File: src/rtl/dmairq_pkg.sv
package dmairq_pkg;
   // group selector, taken from address bits [5:4]
   localparam logic [1:0] GRP_TX  = 2'd0;
   localparam logic [1:0] GRP_RX  = 2'd1;
   localparam logic [1:0] GRP_ERR = 2'd2;
   localparam logic [1:0] GRP_CTL = 2'd3;

   // register within a group, taken from address bits [3:2]
   typedef enum logic [1:0] {
      SUB_RAW    = 2'd0,
      SUB_MASKED = 2'd1,
      SUB_SET    = 2'd2,
      SUB_CLR    = 2'd3
   } sub_e;

   // position of the host-error bit in the error group
   localparam int HOST_ERR_BIT = 1;
   localparam int REG_W        = 32;
endpackage

File: src/rtl/irq_group.sv
module irq_group #(
   parameter int            NUM_CH = 8,
   parameter logic [31:0]   IMPL   = 32'hFF
) (
   input  logic              clk,
   input  logic              rst_n,
   input  logic [NUM_CH-1:0] set_i,
   input  logic [NUM_CH-1:0] clr_i,
   input  logic              w1s_i,
   input  logic              w1c_i,
   input  logic [NUM_CH-1:0] wbits_i,
   output logic [NUM_CH-1:0] raw_o,
   output logic [NUM_CH-1:0] mask_o,
   output logic [NUM_CH-1:0] masked_o
);
   localparam logic [NUM_CH-1:0] IMPL_V = IMPL[NUM_CH-1:0];

   for (genvar b = 0; b < NUM_CH; b++) begin : g_bit
      if (IMPL[b]) begin : g_live
         logic raw_q, mask_q;
         always_ff @(posedge clk) begin
            if (!rst_n) begin
               raw_q  <= 1'b0;
               mask_q <= 1'b0;
            end else begin
               // a new completion wins over a simultaneous acknowledge
               if (set_i[b])      raw_q <= 1'b1;
               else if (clr_i[b]) raw_q <= 1'b0;
               if (w1s_i && wbits_i[b])      mask_q <= 1'b1;
               else if (w1c_i && wbits_i[b]) mask_q <= 1'b0;
            end
         end
         assign raw_o[b]  = raw_q;
         assign mask_o[b] = mask_q;
      end else begin : g_tie
         assign raw_o[b]  = 1'b0;
         assign mask_o[b] = 1'b0;
      end
   end

   assign masked_o = raw_o & mask_o;

   AST_SET_STICKS: assert property (@(posedge clk) disable iff (!rst_n)
      |(set_i & IMPL_V) |=> ((raw_o & $past(set_i & IMPL_V)) == $past(set_i & IMPL_V)));
   AST_HOLD_NO_ACK: assert property (@(posedge clk) disable iff (!rst_n)
      |(raw_o & ~clr_i) |=> ((raw_o & $past(raw_o & ~clr_i)) == $past(raw_o & ~clr_i)));
   AST_ACK_CLEARS: assert property (@(posedge clk) disable iff (!rst_n)
      |(clr_i & ~set_i) |=> ((raw_o & $past(clr_i & ~set_i)) == '0));
   AST_W1S: assert property (@(posedge clk) disable iff (!rst_n)
      w1s_i |=> ((mask_o & $past(wbits_i & IMPL_V)) == $past(wbits_i & IMPL_V)));
   AST_W1C: assert property (@(posedge clk) disable iff (!rst_n)
      w1c_i |=> ((mask_o & $past(wbits_i)) == '0));
   AST_MASK_KEEP: assert property (@(posedge clk) disable iff (!rst_n)
      !(w1s_i || w1c_i) |=> $stable(mask_o));
endmodule

File: src/rtl/irq_line.sv
module irq_line (
   input  logic clk,
   input  logic rst_n,
   input  logic pend_i,
   input  logic eoi_i,
   output logic irq_o
);
   logic irq_q;

   always_ff @(posedge clk) begin
      if (!rst_n)      irq_q <= 1'b0;
      else if (eoi_i)  irq_q <= 1'b0;
      else if (pend_i) irq_q <= 1'b1;
   end

   assign irq_o = irq_q;

   AST_IRQ_RISE: assert property (@(posedge clk) disable iff (!rst_n)
      (pend_i && !eoi_i) |=> irq_o);
   AST_IRQ_HELD: assert property (@(posedge clk) disable iff (!rst_n)
      (irq_o && !eoi_i) |=> irq_o);
   AST_EOI_DROP: assert property (@(posedge clk) disable iff (!rst_n)
      eoi_i |=> !irq_o);
   AST_NO_SPURIOUS: assert property (@(posedge clk) disable iff (!rst_n)
      (!irq_o && !pend_i) |=> !irq_o);
endmodule

File: src/rtl/dma_irq_aggregator.sv
module dma_irq_aggregator
   import dmairq_pkg::*;
#(
   parameter int NUM_CH = 8,
   parameter int ADDR_W = 8
) (
   input  logic              clk,
   input  logic              rst_n,
   input  logic [NUM_CH-1:0] tx_done,
   input  logic [NUM_CH-1:0] tx_ack,
   input  logic [NUM_CH-1:0] rx_done,
   input  logic [NUM_CH-1:0] rx_ack,
   input  logic              host_err,
   input  logic              host_err_ack,
   input  logic [ADDR_W-1:0] reg_addr,
   input  logic              reg_wr,
   input  logic [31:0]       reg_wdata,
   output logic [31:0]       reg_rdata,
   output logic              irq
);
   localparam int SUB_LSB = 2;
   localparam int GRP_LSB = 4;
   localparam int MAP_W   = 6;
   localparam logic [31:0] ALL_IMPL = (NUM_CH >= 32) ? 32'hFFFF_FFFF : ((32'd1 << NUM_CH) - 32'd1);
   localparam logic [31:0] ERR_IMPL = 32'd1 << HOST_ERR_BIT;

   if (NUM_CH < 2 || NUM_CH > REG_W) begin : g_bad_ch
      $error("NUM_CH must lie between 2 and 32");
   end
   if (ADDR_W < MAP_W) begin : g_bad_aw
      $error("ADDR_W must cover the 64-byte window");
   end

   // ---------------- address decode ----------------
   logic       in_win;
   logic [1:0] grp;
   sub_e       sub;

   if (ADDR_W > MAP_W) begin : g_hi
      assign in_win = (reg_addr[ADDR_W-1:MAP_W] == '0);
   end else begin : g_nohi
      assign in_win = 1'b1;
   end
   assign grp = reg_addr[GRP_LSB +: 2];
   assign sub = sub_e'(reg_addr[SUB_LSB +: 2]);

   logic eoi;
   assign eoi = reg_wr && in_win && (grp == GRP_CTL) && (sub == SUB_RAW) && (reg_wdata == '0);

   // ---------------- status groups ----------------
   logic [NUM_CH-1:0] set_v  [3];
   logic [NUM_CH-1:0] clr_v  [3];
   logic [NUM_CH-1:0] raw_v  [3];
   logic [NUM_CH-1:0] mask_v [3];
   logic [NUM_CH-1:0] mskd_v [3];

   assign set_v[0] = tx_done;
   assign clr_v[0] = tx_ack;
   assign set_v[1] = rx_done;
   assign clr_v[1] = rx_ack;
   assign set_v[2] = NUM_CH'(host_err)     << HOST_ERR_BIT;
   assign clr_v[2] = NUM_CH'(host_err_ack) << HOST_ERR_BIT;

   for (genvar g = 0; g < 3; g++) begin : g_grp
      logic hit;
      assign hit = reg_wr && in_win && (grp == 2'(g));
      irq_group #(
         .NUM_CH (NUM_CH),
         .IMPL   ((g == 2) ? ERR_IMPL : ALL_IMPL)
      ) u_grp (
         .clk      (clk),
         .rst_n    (rst_n),
         .set_i    (set_v[g]),
         .clr_i    (clr_v[g]),
         .w1s_i    (hit && (sub == SUB_SET)),
         .w1c_i    (hit && (sub == SUB_CLR)),
         .wbits_i  (reg_wdata[NUM_CH-1:0]),
         .raw_o    (raw_v[g]),
         .mask_o   (mask_v[g]),
         .masked_o (mskd_v[g])
      );
   end

   logic pend;
   assign pend = |{mskd_v[0], mskd_v[1], mskd_v[2]};

   irq_line u_line (
      .clk    (clk),
      .rst_n  (rst_n),
      .pend_i (pend),
      .eoi_i  (eoi),
      .irq_o  (irq)
   );

   // ---------------- read mux ----------------
   always_comb begin
      reg_rdata = '0;
      if (in_win && grp != GRP_CTL) begin
         unique case (sub)
            SUB_RAW:    reg_rdata = 32'(raw_v[grp]);
            SUB_MASKED: reg_rdata = 32'(mskd_v[grp]);
            SUB_SET,
            SUB_CLR:    reg_rdata = 32'(mask_v[grp]);
            default:    reg_rdata = '0;
         endcase
      end
   end

   AST_ERR_ONLY_BIT: assert property (@(posedge clk) disable iff (!rst_n)
      (in_win && grp == GRP_ERR) |-> ((reg_rdata & ~ERR_IMPL) == '0));
   AST_CTL_READS_ZERO: assert property (@(posedge clk) disable iff (!rst_n)
      (!in_win || grp == GRP_CTL) |-> (reg_rdata == '0));
endmodule

File: config.mk
export PLATFORM = sky130hd
export DESIGN_NAME = dma_irq_aggregator
export DESIGN_NICKNAME = d
export VERILOG_FILES = /design/src/rtl/dmairq_pkg.sv /design/src/rtl/irq_group.sv /design/src/rtl/irq_line.sv /design/src/rtl/dma_irq_aggregator.sv
export SDC_FILE = /design/constraint.sdc
export NUM_CORES = 1
export LEC_CHECK = 0
export ABC_AREA = 1
export BUFFER_PORTS_ARGS = -buffer_cell sky130_fd_sc_hd__buf_2
export CORE_AREA = 2 2 78 95
export DETAILED_ROUTE_END_ITERATION = 8
export DIE_AREA = 0 0 80 97
export GPL_ROUTABILITY_DRIVEN = 0
export PLACE_DENSITY = 0.75
export SKIP_LAST_GASP = 1
export SLEW_MARGIN = 20
export SYNTH_ARGS = -nofsm -noshare
export SYNTH_HDL_FRONTEND = slang
export SYNTH_HIERARCHICAL = 1
export SYNTH_SLANG_ARGS = --single-unit
File: constraint.sdc
create_clock -name clk -period 1.9 [get_ports clk]
set_clock_uncertainty 0.15 [all_clocks]
set_input_delay 0.38 -clock clk [delete_from_list [all_inputs] [get_ports clk]]
set_output_delay 0.38 -clock clk [all_outputs]
set_load 0.005 [all_outputs]
==> run_results.csv, run 1 <==
group,metric,value,unit
sta,timing.final.ws_setup,-0.000102,ns
placed_design,dp.cells,650,
grt,grt_pass1_wl,12300,um
power_and_ir_drop,power,1.70,mW
clock_tree,clock-sinks,35,
die,chipWidth,80,um
sta,rsz0062_at_grt,"yes",
routing,drtIter0Drc,270,
clock_tree,clk_latency,0.29,ns
placed_design,dp_slack,-0.106,ns
min_path,hp-class,"input pin to register",
grt,antenna_found_initial,0,
cells_and_area,diodes,0,
synthesis,synth_area,0.00303,mm2
routing,wl,7290,um
cells_and_area,nets,650,
setup_path,path_max_fanout,8,
routing,remaining_drc_errors,0,
cells_and_area,area_delta_synth_final,13.5,%
cells_and_area,postLayoutCoreUtil,0.508,
cells_and_area,final_common_cell,"nand2_1",
job,drv_cap,0,
setup_path,crit_chain,"buf_12 > buf_6 > nor2_4 > buf_6 > nand2_1 > nand3_1 > nand3_2 > nor2_2 > buf_2",
clock_tree,hold_buffers,0,
clock_tree,cts_max_path_buffers,2,
clock_tree,ctsRootBufferMaster,"clkbuf_8",
grt,grt_overflow,0,
synthesis,postSynthAreaPerCell,6.01,um2
synthesis,ys_seq_area_frac,0.231,
setup_path,cp.required,1.37,ns
sta,setup_viol,1,
status,outcome,"finished, violations left",
clock_tree,cts_tree,"done",
power_and_ir_drop,p_per_area,494,mW/mm2
placed_design,port-buffer-count,83,
die,core,0.00677,mm2
grt,first_global_vias,2860,
setup_path,critical_path_buf_inv_count,4,
synthesis,yosys_warnings,6,
clock_tree,h-tree-depth,2,
power_and_ir_drop,peakVddDrop,0.271,mV
die,die_area,0.00776,mm2
routing,viasPerCell,4.53,
setup_path,cpMaxStageDelayCell,"nor2_4",
synthesis,synth_cell_types,22,
die,ios,110,
setup_path,startpoint_type,"input pin",
grt,grt_max_degree,23,
synthesis,syn_inst,504,
synthesis,synth-seq-cells,35,
cells_and_area,drive_gt1_frac,0.280,
setup_path,arrival,1.37,ns
routing,antenna_left,0,
setup_path,end_kind,"output pin",
routing,drtPass1Iterations,5,
status,violations,"negative setup slack",
sta,period_minus_slack,1.90,ns
setup_path,path_common_cell,"buf_6",
setup_path,path_delay_family,"buffers and inverters",
setup_path,critPathKind,"input pin to output pin",
die,initial_core_util,0.448,
setup_path,slowest_delay,0.15,ns
cells_and_area,layoutNonFillerInstCount,661,
sta,holdWs,0.140,ns
placed_design,hpwl,5670,um
cells_and_area,layout_common_cells,"147 x nand2_1, 81 x buf_2, 54 x inv_1, 49 x nor2_1, 45 x conb_1",
power_and_ir_drop,leakage,1.80,nW
sta,finalHoldViolCount,0,
sta,fmax,0.526,GHz
die,rows,33,
placed_design,postPlaceCellArea,0.00322,mm2
routing,routedWlPerCell,11.0,um
grt,grtUsageTotal,0.196,
clock_tree,cts_buffers,5,
sta,fin_tns_setup,-0.000102,ns
die,dieHeight,97,um
sta,slew_violations,0,
routing,vias,2995,
clock_tree,clk_pin_slew_worst_paths,0.07,ns
cells_and_area,fin_area,0.00344,mm2
sta,finalCritPeriodShare,1.00,
## cell type report
| class | count | area (um2) |
|---|---|---|
| Clock inverter | 2 | 12.5 |
| Inverter | 59 | 221 |
| Tap cell | 87 | 109 |
| Timing Repair Buffer | 111 | 706 |
| Sequential cell | 35 | 703 |
| Multi-Input combinational cell | 361 | 1610 |
| Fill cell | 697 | 3330 |
| Clock buffer | 6 | 72.6 |
## path summary, 6_finish.rpt
kind                                                      start  depth (start not counted)  slack [ns]                                            endpoint
min reg2reg  g_grp[1].u_grp/g_bit[4].g_live.mask_q$_SDFFE_PN0P_                          2        0.34  g_grp[1].u_grp/g_bit[4].g_live.mask_q$_SDFFE_PN0P_
min                                                  rx_done[5]                          3        0.14   g_grp[1].u_grp/g_bit[5].g_live.raw_q$_SDFFE_PN0P_
max reg2reg  g_grp[1].u_grp/g_bit[1].g_live.mask_q$_SDFFE_PN0P_                          6        0.53                           u_line/irq_o$_SDFFE_PP0P_
max                                                 reg_addr[5]                          9     -0.0001                                        reg_rdata[7]
## sequential cells by signal (all words and copies together), names as in the netlist
signal and flops:
g_grp.u_grp/g_bit.g_live.mask_q 17, g_grp.u_grp/g_bit.g_live.raw_q 17, u_line/irq_o 1
## worst min-delay path, cell delays in order
cell,delay (ns)
buf_2,0.07
a21oi_1,0.04
nor2_2,0.06
## cell families (layout without fill, tap and decap cells)
family | Yosys count | count (layout) | synth area share
other | 2 | 45 | 0.00248
DFF | 35 | 35 | 0.231
AOI/OAI and AO/OA | 56 | 56 | 0.101
and+or+nand+nor | 260 | 260 | 0.362
buffers and inverters | 151 | 178 | 0.303
## what timing repair did
item,in CTS,in global routing
gates resized for setup,7,19
pin swaps,3,12
buffers inserted,1,0
gates cloned,0,2
endpoints found under the setup margin,7,8
## cells in the mapped netlist (all sizes together)
library cell	n	area share
nor2	71	0.11
o22ai	1	0.0021
or2	1	0.0021
nand2	153	0.19
buf	92	0.23
o211ai	2	0.0050
a21oi	40	0.072
inv	59	0.073
nand3b	1	0.0025
nor3b	1	0.0025
o21ai	13	0.021
dfxtp	35	0.23
conb	2	0.0025
nor4	3	0.0062
nand4	7	0.014
nand3	23	0.038
## routing by layer
layer,GRT usage,part of all wire
met3,0.0252,0.066
met5,0,0
met2,0.341,0.48
met4,0.0691,0.024
met1,0.242,0.43
## report_power, final
part,internal (mW),switching [mW],total [mW]
clock,0.256,0.282,0.539
combinational,0.172,0.204,0.377
sequential,0.760,0.0226,0.782
Note: power is estimated with default switching activity, not from simulation.
==> inputs of run 2 (changes only) <==
--- a/config.mk
+++ b/config.mk
@@ -7,14 +7,13 @@
 export LEC_CHECK = 0
 export ABC_AREA = 1
 export BUFFER_PORTS_ARGS = -buffer_cell sky130_fd_sc_hd__buf_2
-export CORE_AREA = 2 2 78 95
+export CORE_AREA = 2 2 68 82
 export DETAILED_ROUTE_END_ITERATION = 8
-export DIE_AREA = 0 0 80 97
+export DIE_AREA = 0 0 70 84
 export GPL_ROUTABILITY_DRIVEN = 0
-export PLACE_DENSITY = 0.75
+export PLACE_DENSITY = 0.79
 export SKIP_LAST_GASP = 1
 export SLEW_MARGIN = 20
 export SYNTH_ARGS = -nofsm -noshare
 export SYNTH_HDL_FRONTEND = slang
-export SYNTH_HIERARCHICAL = 1
 export SYNTH_SLANG_ARGS = --single-unit
==> run_results.csv, run 2 <==
group,metric,value,unit
die,dieHeight,84,um
cells_and_area,diodes,0,
synthesis,synth_most_common_cell,"nand2_1",
sta,fmax,0.537,GHz
synthesis,synthArstFlopShare,0,
synthesis,synth_top_area_frac,0.315,
die,core,0.00515,mm2
synthesis,postSynthAreaPerCell,6.12,um2
synthesis,synth_edf_count,0,
setup_path,path_max_fanout,3,
routing,routedWlPerCell,12.7,um
clock_tree,cts_buffers,5,
synthesis,ys.flop_type,"dfxtp_1",
setup_path,end_kind,"output pin",
sta,finalCritPeriodShare,0.980,
sta,timing.final.ws_setup,0.0373,ns
setup_path,arrival,1.33,ns
clock_tree,clock-sinks,35,
power_and_ir_drop,power_switching,485,uW
routing,vias,2712,
setup_path,cp.required,1.37,ns
grt,busiest_layer,"met2",
synthesis,ys_seq_area_frac,0.315,
die,die_area,0.00588,mm2
routing,antenna_left,0,
cells_and_area,nets,536,
sta,setup_viol,0,
grt,first_global_vias,2344,
sta,finalHoldViolCount,0,
placed_design,hpwl,4540,um
synthesis,yosys_warnings,0,
die,chipWidth,70,um
cells_and_area,regArea,701,um2
die,rows,29,
cells_and_area,multi_input_area,0.00142,mm2
synthesis,synth_area,0.00222,mm2
synthesis,synth_top_family_by_area,"simple AND/OR/NAND/NOR gates",
synthesis,synth_top_area_cell,"dfxtp_1",
grt,grt_util_met2,0.351,
grt,antenna_found_initial,0,
status,outcome,"finished clean",
clock_tree,cts_tree,"done",
grt,grt_overflow,0,
power_and_ir_drop,peakVddDrop,0.456,mV
synthesis,muxShareOfSynthArea,0,
routing,remaining_drc_errors,0,
setup_path,startpoint_type,"register",
synthesis,synth_cell_types,19,
routing,drtPass1Iterations,5,
die,initial_core_util,0.431,
synthesis,synth_area_leaders,"dfxtp_1 32%, nand2_1 17%, nand3_1 12%",
grt,grt_pass1_wl,10100,um
cells_and_area,drive_gt1_frac,0.317,
placed_design,dp_slack,0.0252,ns
sta,period_minus_slack,1.86,ns
clock_tree,ctsRootBufferMaster,"clkbuf_8",
grt,grt_max_degree,23,
clock_tree,clk_pin_slew_worst_paths,0.08,ns
grt,met1_usage,0.257,
power_and_ir_drop,power,1.78,mW
synthesis,syn_inst,363,
die,ios,110,
setup_path,critPathKind,"register to output pin",
placed_design,port-buffer-count,83,
grt,grtUsageTotal,0.207,
cells_and_area,fillers,452,
power_and_ir_drop,leakage,1.41,nW
power_and_ir_drop,p_comb_frac,0.181,
cells_and_area,final_common_cell,"nand2_1",
routing,viasPerCell,5.20,
synthesis,synth-adder-area-share,0,
sta,slew_violations,0,
cells_and_area,layout_common_cells,"95 x nand2_1, 81 x buf_2, 52 x nor2_1, 36 x nand3_1, 35 x dfxtp_1",
routing,wl,6640,um
power_and_ir_drop,pwr-share-clk,0.379,
clock_tree,hold_buffers,0,
power_and_ir_drop,p_per_area,585,mW/mm2
cells_and_area,area_delta_synth_final,37.2,%
clock_tree,cts_max_path_buffers,2,
sta,rsz0062_at_grt,"yes",
grt,use_met3,0.0435,
synthesis,synth_compound_area_frac,0.121,
synthesis,synth-simple-area-share,0.419,
power_and_ir_drop,swShare,0.272,
power_and_ir_drop,power.internal,1.30,mW
synthesis,yosys-top-cells-count,"102 x nand2_1, 53 x nor2_1, 52 x nand3_1",
power_and_ir_drop,p_seq_frac,0.440,
synthesis,synth-seq-cells,35,
clock_tree,clk_latency,0.30,ns
clock_tree,h-tree-depth,2,
routing,drtIter0Drc,241,
synthesis,synth_xor_xnor_area_share,0,
job,drv_cap,0,
min_path,hp-class,"input pin to register",
==> run 2: changes by cell type in the layout (fill, tap and decap cells not counted), sizes merged, moves of 2 or more <==
| cell | previous run | this run |
|---|---|---|
| conb | 45 | 24 |
| nand4 | 7 | 4 |
| o21ai | 13 | 4 |
| nor3 | 0 | 2 |
| nor4 | 3 | 0 |
| o211ai | 2 | 0 |
| o21a | 0 | 7 |
| nand2 | 153 | 103 |
| inv | 59 | 28 |
| buf | 109 | 96 |
| nor2 | 71 | 56 |
| nand3 | 23 | 52 |
==> run 2: final cells by class <==
class / instances / share of cell area
clock inverter: 3 / 0.0144
timing repair buffer: 98 / 0.205
tap: 62 / 0.0255
sequential: 35 / 0.230
clock buffer: 5 / 0.0226
multi-input combinational: 291 / 0.466
inverter: 28 / 0.0370
==> run 2: metal layers <==
| metal | vias to the layer above | share of wire |
|---|---|---|
| li1 | 1314 | - |
| met3 | 25 | 0.081 |
| met2 | 145 | 0.50 |
| met5 | - | 0 |
| met1 | 1228 | 0.39 |
| met4 | 0 | 0.036 |
==> run 2: power by group through the flow <==
stage	Sequential, mW	Combinational [mW]	Clock [mW]
6_report	0.785	0.322	0.675
5_1_grt	0.788	0.358	0.712
4_1_cts	0.782	0.269	0.684
3_5_place_dp	0.799	0.268	0
3_3_place_gp	0.799	0.262	0
2_1_floorplan	0.792	0.168	0
==> run 2: cells by family (layout without fill, tap and decap cells) <==
kind of cell / count (synthesis) / after routing
buffers and inverters: 60 / 134
other: 1 / 24
AO/OA/AOI/OAI: 50 / 50
flip-flops: 35 / 35
AND/OR/NAND/NOR: 217 / 217
==> run 2: path summary, 6_finish.rpt <==
kind | start | end | slack [ns] | cells after the start
worst max-delay path | g_grp[0].u_grp.g_bit[4].g_live.mask_q$_SDFFE_PN0P_ | reg_rdata[4] | 0.04 | 4
worst min register to register | g_grp[1].u_grp.g_bit[1].g_live.mask_q$_SDFFE_PN0P_ | g_grp[1].u_grp.g_bit[1].g_live.mask_q$_SDFFE_PN0P_ | 0.35 | 2
worst min-delay path | tx_done[6] | g_grp[0].u_grp.g_bit[6].g_live.raw_q$_SDFFE_PN0P_ | 0.13 | 3
worst max register to register | g_grp[0].u_grp.g_bit[4].g_live.mask_q$_SDFFE_PN0P_ | u_line.irq_o$_SDFFE_PP0P_ | 0.58 | 8
==> run 2: worst max-delay path, stage by stage (launching register included) <==
cell and delay [ns]:
dfxtp_1 0.42, nand2_1 0.12, o21a_1 0.22, a21oi_2 0.15
buf_2 0.13
==> run 2: per-stage QoR <==
step | cells | instance area [um2] | setup TNS [ns] | hold WS [ns] | util
6_report | 522 | 3050 | 0 | 0.131 | 0.591
4_1_cts | 517 | 2800 | 0 | 0.130 | 0.543
5_1_grt | 522 | 3050 | -0.00827 | 0.151 | 0.591
3_3_place_gp | 509 | 2690 | 0 | 0.329 | 0.521
3_5_place_dp | 509 | 2690 | 0 | 0.326 | 0.521
2_1_floorplan | 386 | 2310 | 0 | 0.302 | -
==> run 2: timing repair <==
item                       4_1_cts  5_1_grt
setup buffers                    0        2
gates resized for setup          0       54
setup endpoints to repair        0        8
